File: src/rtl/agu_pkg.sv
package agu_pkg;
  typedef enum logic [1:0] {
    AGU_LIN     = 2'd0,
    AGU_CIRC    = 2'd1,
    AGU_BREV    = 2'd2,
    AGU_LIN_ALT = 2'd3
  } agu_mode_e;
endpackage

File: src/rtl/agu_rst_sync.sv
module agu_rst_sync #(
  parameter int STAGES = 2
) (
  input  logic clk,
  input  logic arst_n,
  output logic srst_n
);
  logic [STAGES-1:0] sh_q;

  always_ff @(posedge clk or negedge arst_n) begin
    if (!arst_n) sh_q <= '0;
    else         sh_q <= {sh_q[STAGES-2:0], 1'b1};
  end

  assign srst_n = sh_q[STAGES-1];
endmodule

File: src/rtl/agu_next_off.sv
module agu_next_off
  import agu_pkg::*;
#(
  parameter int AW = 16
) (
  input  agu_mode_e         mode,
  input  logic [AW-1:0]     off,
  input  logic [AW-1:0]     len,
  input  logic [AW-1:0]     step,
  output logic [AW-1:0]     nxt
);
  logic [AW-1:0] lin_nxt;
  logic [AW-1:0] circ_nxt;
  logic [AW-1:0] brev_nxt;

  // linear post-increment
  assign lin_nxt = off + step;

  // circular: one extra bit so that sign and overflow stay visible
  logic signed [AW:0] s_sum;
  logic signed [AW:0] s_len;
  logic signed [AW:0] s_wrap;

  assign s_len = $signed({1'b0, len});
  assign s_sum = $signed({1'b0, off}) + $signed({step[AW-1], step});

  always_comb begin
    s_wrap = s_sum;
    if (s_sum[AW])          s_wrap = s_sum + s_len;
    else if (s_sum >= s_len) s_wrap = s_sum - s_len;
  end

  assign circ_nxt = s_wrap[AW-1:0];

  // bit-reversed: mirror, add, mirror back
  logic [AW-1:0] half;
  logic [AW-1:0] off_m;
  logic [AW-1:0] half_m;
  logic [AW-1:0] sum_m;

  assign half = len >> 1;

  for (genvar i = 0; i < AW; i++) begin : g_mirror
    assign off_m[i]    = off[AW-1-i];
    assign half_m[i]   = half[AW-1-i];
    assign brev_nxt[i] = sum_m[AW-1-i];
  end

  assign sum_m = off_m + half_m;

  always_comb begin
    case (mode)
      AGU_CIRC: nxt = circ_nxt;
      AGU_BREV: nxt = brev_nxt;
      default:  nxt = lin_nxt;
    endcase
  end
endmodule

File: src/rtl/agu_loop_ctr.sv
module agu_loop_ctr #(
  parameter int CW = 16
) (
  input  logic          clk,
  input  logic          rst_n,
  input  logic          ld,
  input  logic [CW-1:0] ld_cnt,
  input  logic          ld_reload,
  input  logic          fire,
  output logic          last,
  output logic          halted
);
  localparam logic [CW-1:0] ONE = CW'(1);

  logic [CW-1:0] rem_q, rem_d;
  logic [CW-1:0] cnt_q, cnt_d;
  logic          rl_q, rl_d;
  logic          halt_q, halt_d;
  logic          at_end;

  assign at_end = (rem_q == ONE);

  always_comb begin
    rem_d  = rem_q;
    cnt_d  = cnt_q;
    rl_d   = rl_q;
    halt_d = halt_q;
    if (ld) begin
      rem_d  = ld_cnt;
      cnt_d  = ld_cnt;
      rl_d   = ld_reload;
      halt_d = (ld_cnt == '0);
    end else if (fire) begin
      if (at_end) begin
        if (rl_q) begin
          rem_d = cnt_q;
        end else begin
          rem_d  = '0;
          halt_d = 1'b1;
        end
      end else begin
        rem_d = rem_q - ONE;
      end
    end
  end

  always_ff @(posedge clk or negedge rst_n) begin
    if (!rst_n) begin
      rem_q  <= '0;
      cnt_q  <= '0;
      rl_q   <= 1'b0;
      halt_q <= 1'b1;
    end else begin
      rem_q  <= rem_d;
      cnt_q  <= cnt_d;
      rl_q   <= rl_d;
      halt_q <= halt_d;
    end
  end

  assign last   = at_end && !halt_q;
  assign halted = halt_q;


  reload_restart_chk: assert property (@(posedge clk) disable iff (!rst_n)
    (fire && last && rl_q && !ld) |=> (rem_q == $past(cnt_q)) && !halted);


  stop_after_last_chk: assert property (@(posedge clk) disable iff (!rst_n)
    (fire && last && !rl_q && !ld) |=> halted);


  zero_count_halts_chk: assert property (@(posedge clk) disable iff (!rst_n)
    (ld && ld_cnt == '0) |=> halted && !last);
endmodule

File: src/rtl/dsp_agu.sv
module dsp_agu
  import agu_pkg::*;
#(
  parameter int AW         = 16,
  parameter int CW         = 16,
  parameter int RST_STAGES = 2
) (
  input  logic          clk,
  input  logic          rst_n,
  input  logic          cfg_we,
  input  logic [AW-1:0] cfg_base,
  input  logic [AW-1:0] cfg_len,
  input  logic [AW-1:0] cfg_step,
  input  logic [1:0]    cfg_mode,
  input  logic [CW-1:0] cfg_count,
  input  logic          cfg_reload,
  input  logic          req_valid,
  output logic          req_ready,
  output logic [AW-1:0] addr_out,
  output logic          last_iter
);
  logic srst_n;

  agu_rst_sync #(.STAGES(RST_STAGES)) u_rst (
    .clk    (clk),
    .arst_n (rst_n),
    .srst_n (srst_n)
  );

  logic [AW-1:0] base_q, base_d;
  logic [AW-1:0] len_q,  len_d;
  logic [AW-1:0] step_q, step_d;
  agu_mode_e     mode_q, mode_d;
  logic [AW-1:0] off_q,  off_d;
  logic [AW-1:0] off_step;
  logic          fire;
  logic          ctr_last;
  logic          ctr_halted;

  assign req_ready = !ctr_halted && !cfg_we;
  assign fire      = req_valid && req_ready;

  agu_next_off #(.AW(AW)) u_next (
    .mode (mode_q),
    .off  (off_q),
    .len  (len_q),
    .step (step_q),
    .nxt  (off_step)
  );

  agu_loop_ctr #(.CW(CW)) u_loop (
    .clk       (clk),
    .rst_n     (srst_n),
    .ld        (cfg_we),
    .ld_cnt    (cfg_count),
    .ld_reload (cfg_reload),
    .fire      (fire),
    .last      (ctr_last),
    .halted    (ctr_halted)
  );

  always_comb begin
    base_d = base_q;
    len_d  = len_q;
    step_d = step_q;
    mode_d = mode_q;
    off_d  = off_q;
    if (cfg_we) begin
      base_d = cfg_base;
      len_d  = cfg_len;
      step_d = cfg_step;
      mode_d = agu_mode_e'(cfg_mode);
      off_d  = '0;
    end else if (fire) begin
      off_d  = off_step;
    end
  end

  always_ff @(posedge clk or negedge srst_n) begin
    if (!srst_n) begin
      base_q <= '0;
      len_q  <= '0;
      step_q <= '0;
      mode_q <= AGU_LIN;
      off_q  <= '0;
    end else begin
      base_q <= base_d;
      len_q  <= len_d;
      step_q <= step_d;
      mode_q <= mode_d;
      off_q  <= off_d;
    end
  end

  assign addr_out  = base_q + off_q;
  assign last_iter = ctr_last && !cfg_we;


  cfg_restart_chk: assert property (@(posedge clk) disable iff (!srst_n)
    cfg_we |=> (addr_out == $past(cfg_base)));


  offset_hold_chk: assert property (@(posedge clk) disable iff (!srst_n)
    (!fire && !cfg_we) |=> $stable(off_q));


  circ_in_range_chk: assert property (@(posedge clk) disable iff (!srst_n)
    (mode_q == AGU_CIRC && fire && off_q < len_q) |=> (off_q < len_q));


  halted_no_move_chk: assert property (@(posedge clk) disable iff (!srst_n)
    (ctr_halted && !cfg_we) |=> $stable(addr_out) && !req_ready);
endmodule

File: config.mk
export PLATFORM = sky130hd
export DESIGN_NAME = dsp_agu
export DESIGN_NICKNAME = d
export VERILOG_FILES = /design/src/rtl/agu_pkg.sv /design/src/rtl/agu_rst_sync.sv /design/src/rtl/agu_next_off.sv /design/src/rtl/agu_loop_ctr.sv /design/src/rtl/dsp_agu.sv
export SDC_FILE = /design/constraint.sdc
export NUM_CORES = 1
export LEC_CHECK = 0
export BUFFER_PORTS_ARGS = -buffer_cell sky130_fd_sc_hd__buf_2
export CELL_PAD_IN_SITES_DETAIL_PLACEMENT = 0
export CELL_PAD_IN_SITES_GLOBAL_PLACEMENT = 2
export CORE_MARGIN = 4
export CORE_UTILIZATION = 37
export DETAILED_ROUTE_END_ITERATION = 8
export PLACE_DENSITY_LB_ADDON = 0.1
export SLEW_MARGIN = 40
export SYNTH_ARGS = -nofsm -noshare
export SYNTH_HDL_FRONTEND = slang
export SYNTH_SLANG_ARGS = --single-unit
File: constraint.sdc
create_clock -name clk -period 4.3 [get_ports clk]
set_clock_uncertainty 0.1 [all_clocks]
set_input_delay 0.86 -clock clk [delete_from_list [all_inputs] [get_ports clk]]
set_output_delay 0.86 -clock clk [all_outputs]
set_load 0.005 [all_outputs]
* Word level (Yosys, flattened, before mapping)
Index checks and enable logic that the tools add are counted.
Storage, ports and cells: bits of input ports 71, register bits 102
Operators by class: add/subtract/negate cells 7, eq/ne operators 4, reductions and logical operators 10, mux-type cells 13, magnitude comparators 1
Operators by type and width (number):
- two-way mux 16 bit | 8
- adder 16 bit | 4
- one-hot mux 16 bit (2 select lines) | 1
- adder 17 x 16 -> 17 bit | 1
- greater-or-equal comparator 17 bit | 1
- equality test 16 x 1 -> 1 bit, second input constant | 1
- logical NOT 16 bit | 1
- subtractor 16 x 1 -> 16 bit, second input constant | 1
- subtractor 16 bit | 1
- logical AND 1 bit | 4
- two-way mux 1 bit | 4
- nonzero test 2 bit | 2
- AND reduction 3 bit | 1
- equality test 2 x 1 -> 1 bit, second input constant | 1
- equality test 2 bit, second input constant | 1
- logical NOT 1 bit | 2
- inequality test 2 bit, second input constant | 1

* Depth between registers and ports, before layout
Gate-level depths: netlist of run 1.
depth in word-level cells 7, depth in mapped cells 22, depth with buffers taken out 20

* By module
Synthesis of run 1 repeated with hierarchy kept, for this count alone.
Second synthesis, totals: cells, all modules 961, area total of the unflattened synthesis 8699.6 sq um
By module, submodules not included:
- agu_next_off | instances 1, cells an instance 488, area each 3418.3 sq um
- dsp_agu | instances 1, cells an instance 282, area each 3333.2 sq um
- agu_loop_ctr | instances 1, cells an instance 188, area each 1894.3 sq um
- agu_rst_sync | instances 1, cells an instance 3, area each 53.8 sq um

* Least setup slack after synthesis of run 1
Ideal clock, no wire load.
path type reg2reg, start point reg off_q[0], end point reg off_q[11], period minus slack after synthesis 4.443 ns, arrival 4.242 ns, setup slack -0.143 ns, stages on the path, launching flop included 23, path buffers 2, required time 4.099 ns, cell sequence dfrtp_1 ha_1 inv_1 fa_1 nand2b_1 a211oi_1 nor3_1 o21bai_1 a21oi_1 o21ai_0 xnor2_1 ha_1 clkbuf_8 a21oi_1 o21ai_1 nor4_1 a21oi_1 a211o_1 and3_1 clkbuf_1 a221oi_1 a21oi_1 o32ai_1
On the way: cells in the longest elaborated chain, start to end 7, elaborated cells between the ends (all ways) 10
RTL lines:
- from (decl) | line dsp_agu.sv:34 | logic [AW-1:0] off_q, off_d;
- from (signal assigned) | line dsp_agu.sv:85 | off_q <= '0;
- from (signal assigned) | line dsp_agu.sv:91 | off_q <= off_d;
- adder 17 x 16 -> 17 bit | line agu_next_off.sv:25 | assign s_sum = $signed({1'b0, off}) + $signed({step[AW-1], step});
- subtractor 16 bit or greater-or-equal comparator 17 bit (tied branches) | line agu_next_off.sv:30 | else if (s_sum >= s_len) s_wrap = s_sum - s_len;
- two-way mux 16 bit | line agu_next_off.sv:30
- two-way mux 16 bit | line agu_next_off.sv:29 | if (s_sum[AW]) s_wrap = s_sum + s_len;
- one-hot mux 16 bit (2 select lines) * | line agu_next_off.sv:52 | case (mode)
- two-way mux 16 bit * | line dsp_agu.sv:74 | end else if (fire) begin
- two-way mux 16 bit * | line dsp_agu.sv:68 | if (cfg_we) begin
Mark *: on every way between the ends. The rest lies on a longest branch, timed or not. The select of a mux whose other input is x is not followed. A chain may end at the register's enable or synchronous reset.

* Worst setup path after layout of run 1
start point reg step_q[0], end point reg off_q[15]
On the way: cells in the longest elaborated chain, start to end 7, elaborated cells between the ends (all ways) 10
RTL lines:
- from (decl) | line dsp_agu.sv:32 | logic [AW-1:0] step_q, step_d;
- from (signal assigned) | line dsp_agu.sv:89 | step_q <= step_d;
- adder 17 x 16 -> 17 bit | line agu_next_off.sv:25
- subtractor 16 bit or greater-or-equal comparator 17 bit (tied branches) | line agu_next_off.sv:30
- two-way mux 16 bit | line agu_next_off.sv:30
- two-way mux 16 bit | line agu_next_off.sv:29
- one-hot mux 16 bit (2 select lines) * | line agu_next_off.sv:52
- two-way mux 16 bit * | line dsp_agu.sv:74
- two-way mux 16 bit * | line dsp_agu.sv:68
Marks and branches as above.

==> results of run 1 <==
==> report_power, final <==
part / internal, mW / leakage, nW / switching (mW)
Clock: 0.416 / 0.146 / 0.461
Combinational: 1.69 / 3.38 / 1.90
Sequential: 1.07 / 1.23 / 0.100
Total: 3.17 / 4.75 / 2.46
==> per-layer routing <==
layer | vias to the layer above | routed length [µm] | track usage
met2 | 179 | 12800 | 0.351
met3 | 24 | 1210 | 0.0328
met5 | - | 0 | 0
met4 | 0 | 306 | 0.0439
met1 | 3794 | 12900 | 0.314
li1 | 3805 | - | -
==> final cells by class <==
type,instances,share of cell area
Sequential cell,102,0.244
Clock inverter,7,0.00763
Multi-Input combinational cell,753,0.548
Clock buffer,9,0.0215
Inverter,59,0.0214
Tap cell,280,0.0334
Timing Repair Buffer,194,0.124
==> critical path: stages, from the launching register on <==
cell and delay [ns]:
dfrtp_1 0.36, ha_2 0.19, inv_2 0.04, fa_2 0.35
nand2b_4 0.16, buf_4 0.14, nand2b_4 0.06, a21oi_2 0.06
xnor2_2 0.18, ha_1 0.28, or2_1 0.25, a211oi_2 0.23
and3b_1 0.23, o41a_1 0.44, or4_4 0.58, a221oi_4 0.29
o21a_1 0.14, o21ai_1 0.06, a21oi_1 0.17
==> repair_timing <==
item | CTS | global route
setup buffers | 0 | 15
endpoints found under the hold margin | 0 | 0
pin swaps | 6 | 50
cloned | 0 | 2
resized for setup | 13 | 87
setup endpoints to repair | 17 | 18
==> metrics by stage <==
| step | hold slack [ns] | power (mW) | cell area (µm²) |
|---|---|---|---|
| 3_5_place_dp | 0.238 | 4.16 | 9560 |
| 4_1_cts | 0.130 | 5.11 | 9920 |
| 3_3_place_gp | 0.241 | 4.18 | 9560 |
| 2_1_floorplan | 0.231 | 3.12 | 8350 |
| 5_1_grt | 0.141 | 6.02 | 10500 |
| 6_report | 0.147 | 5.62 | 10500 |
==> sequential cells by signal, indices dropped and copies added, names as in the netlist <==
register	cells
base_q	16
len_q	16
mode_q	2
off_q	16
step_q	16
u_loop.cnt_q	16
u_loop.halted	1
u_loop.rem_q	16
u_loop.rl_q	1
u_rst.sh_q	2
==> final timing paths <==
path	startpoint	to	slack [ns]	depth (start not counted)
worst min-delay path	rst_n	u_rst.sh_q[1]	0.15	1
worst max-delay path	step_q[0]	off_q[15]	-0.11	18
worst min register to register	u_rst.sh_q[1]	base_q[1]	0.18	0
max in group asynchronous	u_rst.sh_q[1]	u_loop.halted	3.08	1
min in group clk	u_rst.sh_q[0]	u_rst.sh_q[1]	0.26	0
worst max register to register	step_q[0]	off_q[15]	-0.11	18
==> synth_stat cells (all sizes together), types with 4 or more instances <==
cell	number
dfrtp	101
a21oi	85
ha	80
nand2	75
o21ai	71
nor2	67
inv	59
mux2	44
xnor2	42
clkbuf	29
nor3	26
nand3	20
a31oi	18
a211oi	17
a21o	12
o21bai	12
nand2b	11
o21a	11
xor2	11
a22oi	10
nor4	10
and2	9
nor2b	9
or3	9
o211ai	8
o31ai	8
a221oi	7
and3	7
buf	6
fa	5
nand4	5
o22ai	5
or2	5
a221o	4
o31a	4
==> logic make-up after synthesis <==
family,Yosys count
flip-flops,102
buffers and inverters,95
multiplexers,46
adder cells (fa/ha/maj),85
other,1
AND/OR/NAND/NOR,263
AO/OA/AOI/OAI,304
XOR/XNOR,53
==> impl_results.md, run 1 <==
* Slew Limit Fails at 0
* TritonCTS Buffers at 9
* Placed Cells at 1370
* Register area at about 2600 µm²
* Max Clk Rate at between 200 and 250 MHz
* VDD IR max at 0.000231 V
* # setup viols final at 8
* Power density over the cells at ~540 nW/µm²
* Grt total ovfl at 0
* Area Overhead vs Synth at 26.1%
* Core Util, Final at 0.478
* Cell area after synthesis at 8320 µm²
* Die Area at 25000 µm²
* Status: complete, but fails checks
* Final WL at 27200 µm
* Gpl congestion at 0.883
* Simple-gate share of the synthesized area at 0.151
* Max-cap viol count at 0
* Clock transition at the registers of the reported paths at approximately 0.090 ns
* Antenna Cells at 0
* Commonest non-fill, non-tap cell in the layout: dfrtp_1
* Row count at 54
* Layout Nets at 1275
* Relative slew margins at 0.433
* Fraction of layout cells with a size suffix above 1 at 0.302
* DRC viols at 0
* PortBufs at between 80 and 90
* Xor/xnor cell area share of the yosys netlist at 0.0558
* TritonCTS clock tree: yes
* CP Launch Type: flop
* Synthesized area per cell at ~9 µm²
* Final Worst Setup Slack at -0.108 ns
* Routed length per placed instance at 19.4 µm
* Largest net degree at the start of global routing at 76
* Worst hold path type: primary input to async pin
* Yosys Warn Count at 0
* Final period util at 1.03
* Root buffer cell: clkbuf_16
* Kind of critical path: flop to flop
* Yosys top cell by area: dfrtp_1
* Drt first-iter violations at 440
* Setup Slack @ Placement at -0.290 ns
* Largest family of logic cells by synthesized area: compound AO/OA/AOI/OAI gates
* Hold Fails Final Rpt at 0
* Most frequent cells in the layout: 100 x dfrtp_1, 95 x buf_4, 88 x buf_2
* Worst-skew pair later-pin latency at 0.38 ns
* Die outline height at 158 µm
* Top cell type's share of synthesized area at 0.304
* Pleak at 4.75 nW
* Worst EP arrival at 4.61 ns
* Post-Synth Adder-Cell Area at 0.132
* Post-synth EDFFs at 0
* Max FO, Critical Path at 3
* Tot GR Track Use at 0.218
* Fill cell count at 2197
* Synth Area in Compound Gates at 0.234
* # IOs at 89
* Synth Net Count at 1105
* Cells after Synth at 949
* Antenna violations before repair at 0
* Via density at 5.56
* Width of the chip at 158 µm
* Antenna Violating Nets Remaining at 0
* Setup TNS at -0.424 ns
* Global-route wire length before repair at around 42000 µm
* Critical Path End Type: flop
* WP data required at 4.50 ns
* Slew @ Worst Pin at 0.851 ns
* CTS sink cnt at just over 100
* Sequential-to-total area share from yosys stat at 0.307
* Period minus WS final at 4.41 ns
* Top cells by area, synth: dfrtp_1 30%, ha_1 12%, mux2_2 6.0%, a21oi_1 5.1%, xnor2_1 4.4%
* Initial DRT Pass Iterations at 5
* Violated checks: negative setup slack
* Dpl hpwl at about 21000 µm
* Initial Utilization at 0.379
* Core Region at 22000 µm²
* Clock buffer depth at 2
* Netlist cell types at 77
* RSZ-0062 raised after global routing: yes
* Ys async rst share at 1.00
* Prevailing post-synth register cell: dfrtp_1
* Cts hold-fix bufs at 0
* Post-Layout Cell Count at 1404
* Mux contribution to synthesized area at 0.0620
* Number of global-route vias before repair at 7561
* Multi-input gate area at 5750 µm²
* Routed via count at 7802
* Htree depth at 3
* Flops & latches, synth at 102
No activity file was read; power rests on OpenSTA's default activity.
==> inputs of run 2 (changes only) <==
--- a/config.mk
+++ b/config.mk
@@ -10,8 +10,10 @@
 export CELL_PAD_IN_SITES_GLOBAL_PLACEMENT = 2
 export CORE_MARGIN = 4
 export CORE_UTILIZATION = 37
+export CTS_BUF_LIST = sky130_fd_sc_hd__clkbuf_16
 export DETAILED_ROUTE_END_ITERATION = 8
 export PLACE_DENSITY_LB_ADDON = 0.1
+export REMOVE_ABC_BUFFERS = 1
 export SLEW_MARGIN = 40
 export SYNTH_ARGS = -nofsm -noshare
 export SYNTH_HDL_FRONTEND = slang
==> run 2 against run 1 <==
Clock-buffer cell count did not move. The flow now finishes without violations. Largest cell class unchanged. Largest power group unchanged. Maximum frequency is 4.1% higher. Die area stayed put. Sequential share of layout area up 0.55 points. Highest routed layer unchanged.
==> impl_results.md, run 2 (same netlist as run 1, synthesis figures left out) <==
* Htree depth at 3
* Setup TNS at 0 ns
* TritonCTS clock tree: yes
* CTS sink cnt at 102
* Gr busiest metal: met2
* Antenna Violating Nets Remaining at 0
* DRC viols at 0
* Final period util at 0.985
* GRT met1 Usage at 0.294
* Fill cell count at roughly 2.2k
* # setup viols final at 0
* RSZ-0062 raised after global routing: yes
* Grt total ovfl at 0
* WP data required at 4.47 ns
* Worst-skew pair later-pin latency at 0.37 ns
* Routed length per placed instance at 18.6 µm
* Cts hold-fix bufs at 0
* Max FO, Critical Path at 5
* VDD IR max at 0.000204 V
* Gpl congestion at 0.897
* Relative slew margins at 0.432
* Routed via count at 7504
* Sw Share at 0.428
* Placed inst area at 9470 µm²
* Core Region at 22000 µm²
* Pleak at ~4.7 nW
* GR Layer Usage met2 at 0.340
* Area Overhead vs Synth at 23.3%
* Final WL at ~26000 µm
* Fin Hold WS at 0.0888 ns
* Slew Limit Fails at 0
* Critical Path End Type: flop
* Initial Utilization at 0.379
* Status: completed
* Clock share of power at 0.154
* # IOs at 89
* Die outline height at between 150 and 200 µm
* Period minus WS final at 4.23 ns
* Largest net degree at the start of global routing at 62
* Part of the power in registers at 0.213
* Root buffer cell: clkbuf_16
* Slew @ Worst Pin at ~0.85 ns
* PortBufs at roughly 90
* Hold Fails Final Rpt at 0
* Layout Nets at 1266
* Clock buffer depth at 2
* Final Cell Area at 10300 µm²
* Worst EP arrival at approximately 4.4 ns
* Row count at between 50 and 60
* Initial DRT Pass Iterations at 4
* Die Area at 25000 µm²
* Power density over the cells at 535 nW/µm²
* Final Worst Setup Slack at 0.0651 ns
* Width of the chip at around 160 µm
* Dpl hpwl at 20300 µm
* Kind of critical path: flop to flop
* Commonest non-fill, non-tap cell in the layout: dfrtp_1
* NetSw at 2.35 mW
* Most frequent cells in the layout: 100 x dfrtp_1, 94 x buf_4, 87 x buf_2
* Max Clk Rate at 236 MHz
* Drt first-iter violations at 412
* Internal power at 3.14 mW
* Antenna violations before repair at 0
* Clock transition at the registers of the reported paths at approximately 0.08 ns
* Number of global-route vias before repair at approximately 7.5k
* CP Launch Type: flop
* Max-cap viol count at 0
* Fraction of layout cells with a size suffix above 1 at 0.283
* Worst hold path type: flop to async pin
* Antenna Cells at 0
* Tot GR Track Use at 0.210
* Via density at 5.38
* Setup Slack @ Placement at -0.407 ns
* Logic gate share of total power at 0.633
* Global-route wire length before repair at 41100 µm
* TritonCTS Buffers at 9
* GR Layer Usage met3 at 0.0284
==> run 2: cell count changes in the layout (fill, tap and decap cells not counted), sizes merged <==
| cell | before | now |
|---|---|---|
| buf | 194 | 185 |
| inv | 62 | 60 |
| bufinv | 0 | 1 |
| clkinv | 3 | 4 |
==> run 2: stage by stage <==
stage	util	instances	total power, mW
6_report	0.467	1395	5.48
4_1_cts	0.453	1385	5.16
5_1_grt	0.467	1395	5.89
2_1_floorplan	-	913	2.99
3_3_place_gp	0.431	1362	4.11
3_5_place_dp	0.431	1362	4.10
==> run 2: per-layer routing <==
metal | wire length, µm | vias to the layer above
met5 | 0 | -
met4 | 639 | 0
met3 | 949 | 36
met2 | 11800 | 158
met1 | 12600 | 3530
li1 | - | 3780
==> run 2: worst max-delay path, cell delays in order, from the launching register on <==
cell and delay [ns]:
dfrtp_1 0.36, ha_2 0.18, inv_2 0.04, fa_2 0.35, nand2b_4 0.16, a211oi_4 0.24
nor3_2 0.08, o21bai_1 0.17, a21oi_2 0.11, o21ai_2 0.17, xnor2_2 0.16, ha_1 0.31
buf_6 0.15, nand2_4 0.06, nor2_4 0.05, nor4_4 0.24, a21oi_2 0.08, a211o_4 0.38
and3_4 0.20, buf_4 0.15, nand2_2 0.05, o2111ai_2 0.14, o22ai_1 0.21
==> run 2: power groups by stage <==
stage / Sequential, mW / Clock [mW] / Combinational [mW]
global placement: 1.18 / 0 / 2.93
floorplan: 1.17 / 0 / 1.82
finish: 1.17 / 0.847 / 3.47
CTS: 1.17 / 0.882 / 3.11
global route: 1.18 / 0.920 / 3.79
detailed placement: 1.19 / 0 / 2.91
==> run 2: final timing paths <==
kind	slack, ns	start	to	cells after the start
worst max-delay path	0.07	off_q[0]	off_q[12]	22
worst min-delay path	0.09	u_rst.sh_q[1]	mode_q[0]	0
worst max register to register	0.07	off_q[0]	off_q[12]	22
worst min register to register	0.09	u_rst.sh_q[1]	mode_q[0]	0
max in group asynchronous	3.08	u_rst.sh_q[1]	step_q[15]	1
min in group clk	0.27	u_rst.sh_q[0]	u_rst.sh_q[1]	0
==> run 2: repair_timing <==
action                     CTS  global route
pin swaps                   26            41
setup endpoints to repair   16            17
resized for setup           28            59
cloned                       1             0
buffers inserted             6            10
==> run 2: final cells by class <==
type,instances,area (µm²),area share
clock inverter,7,66.3,0.00647
timing repair buffer,185,1190,0.116
inverter,59,221,0.0216
tap,280,350,0.0342
clock buffer,9,225,0.0220
multi-input combinational,753,5650,0.551
sequential,102,2560,0.249
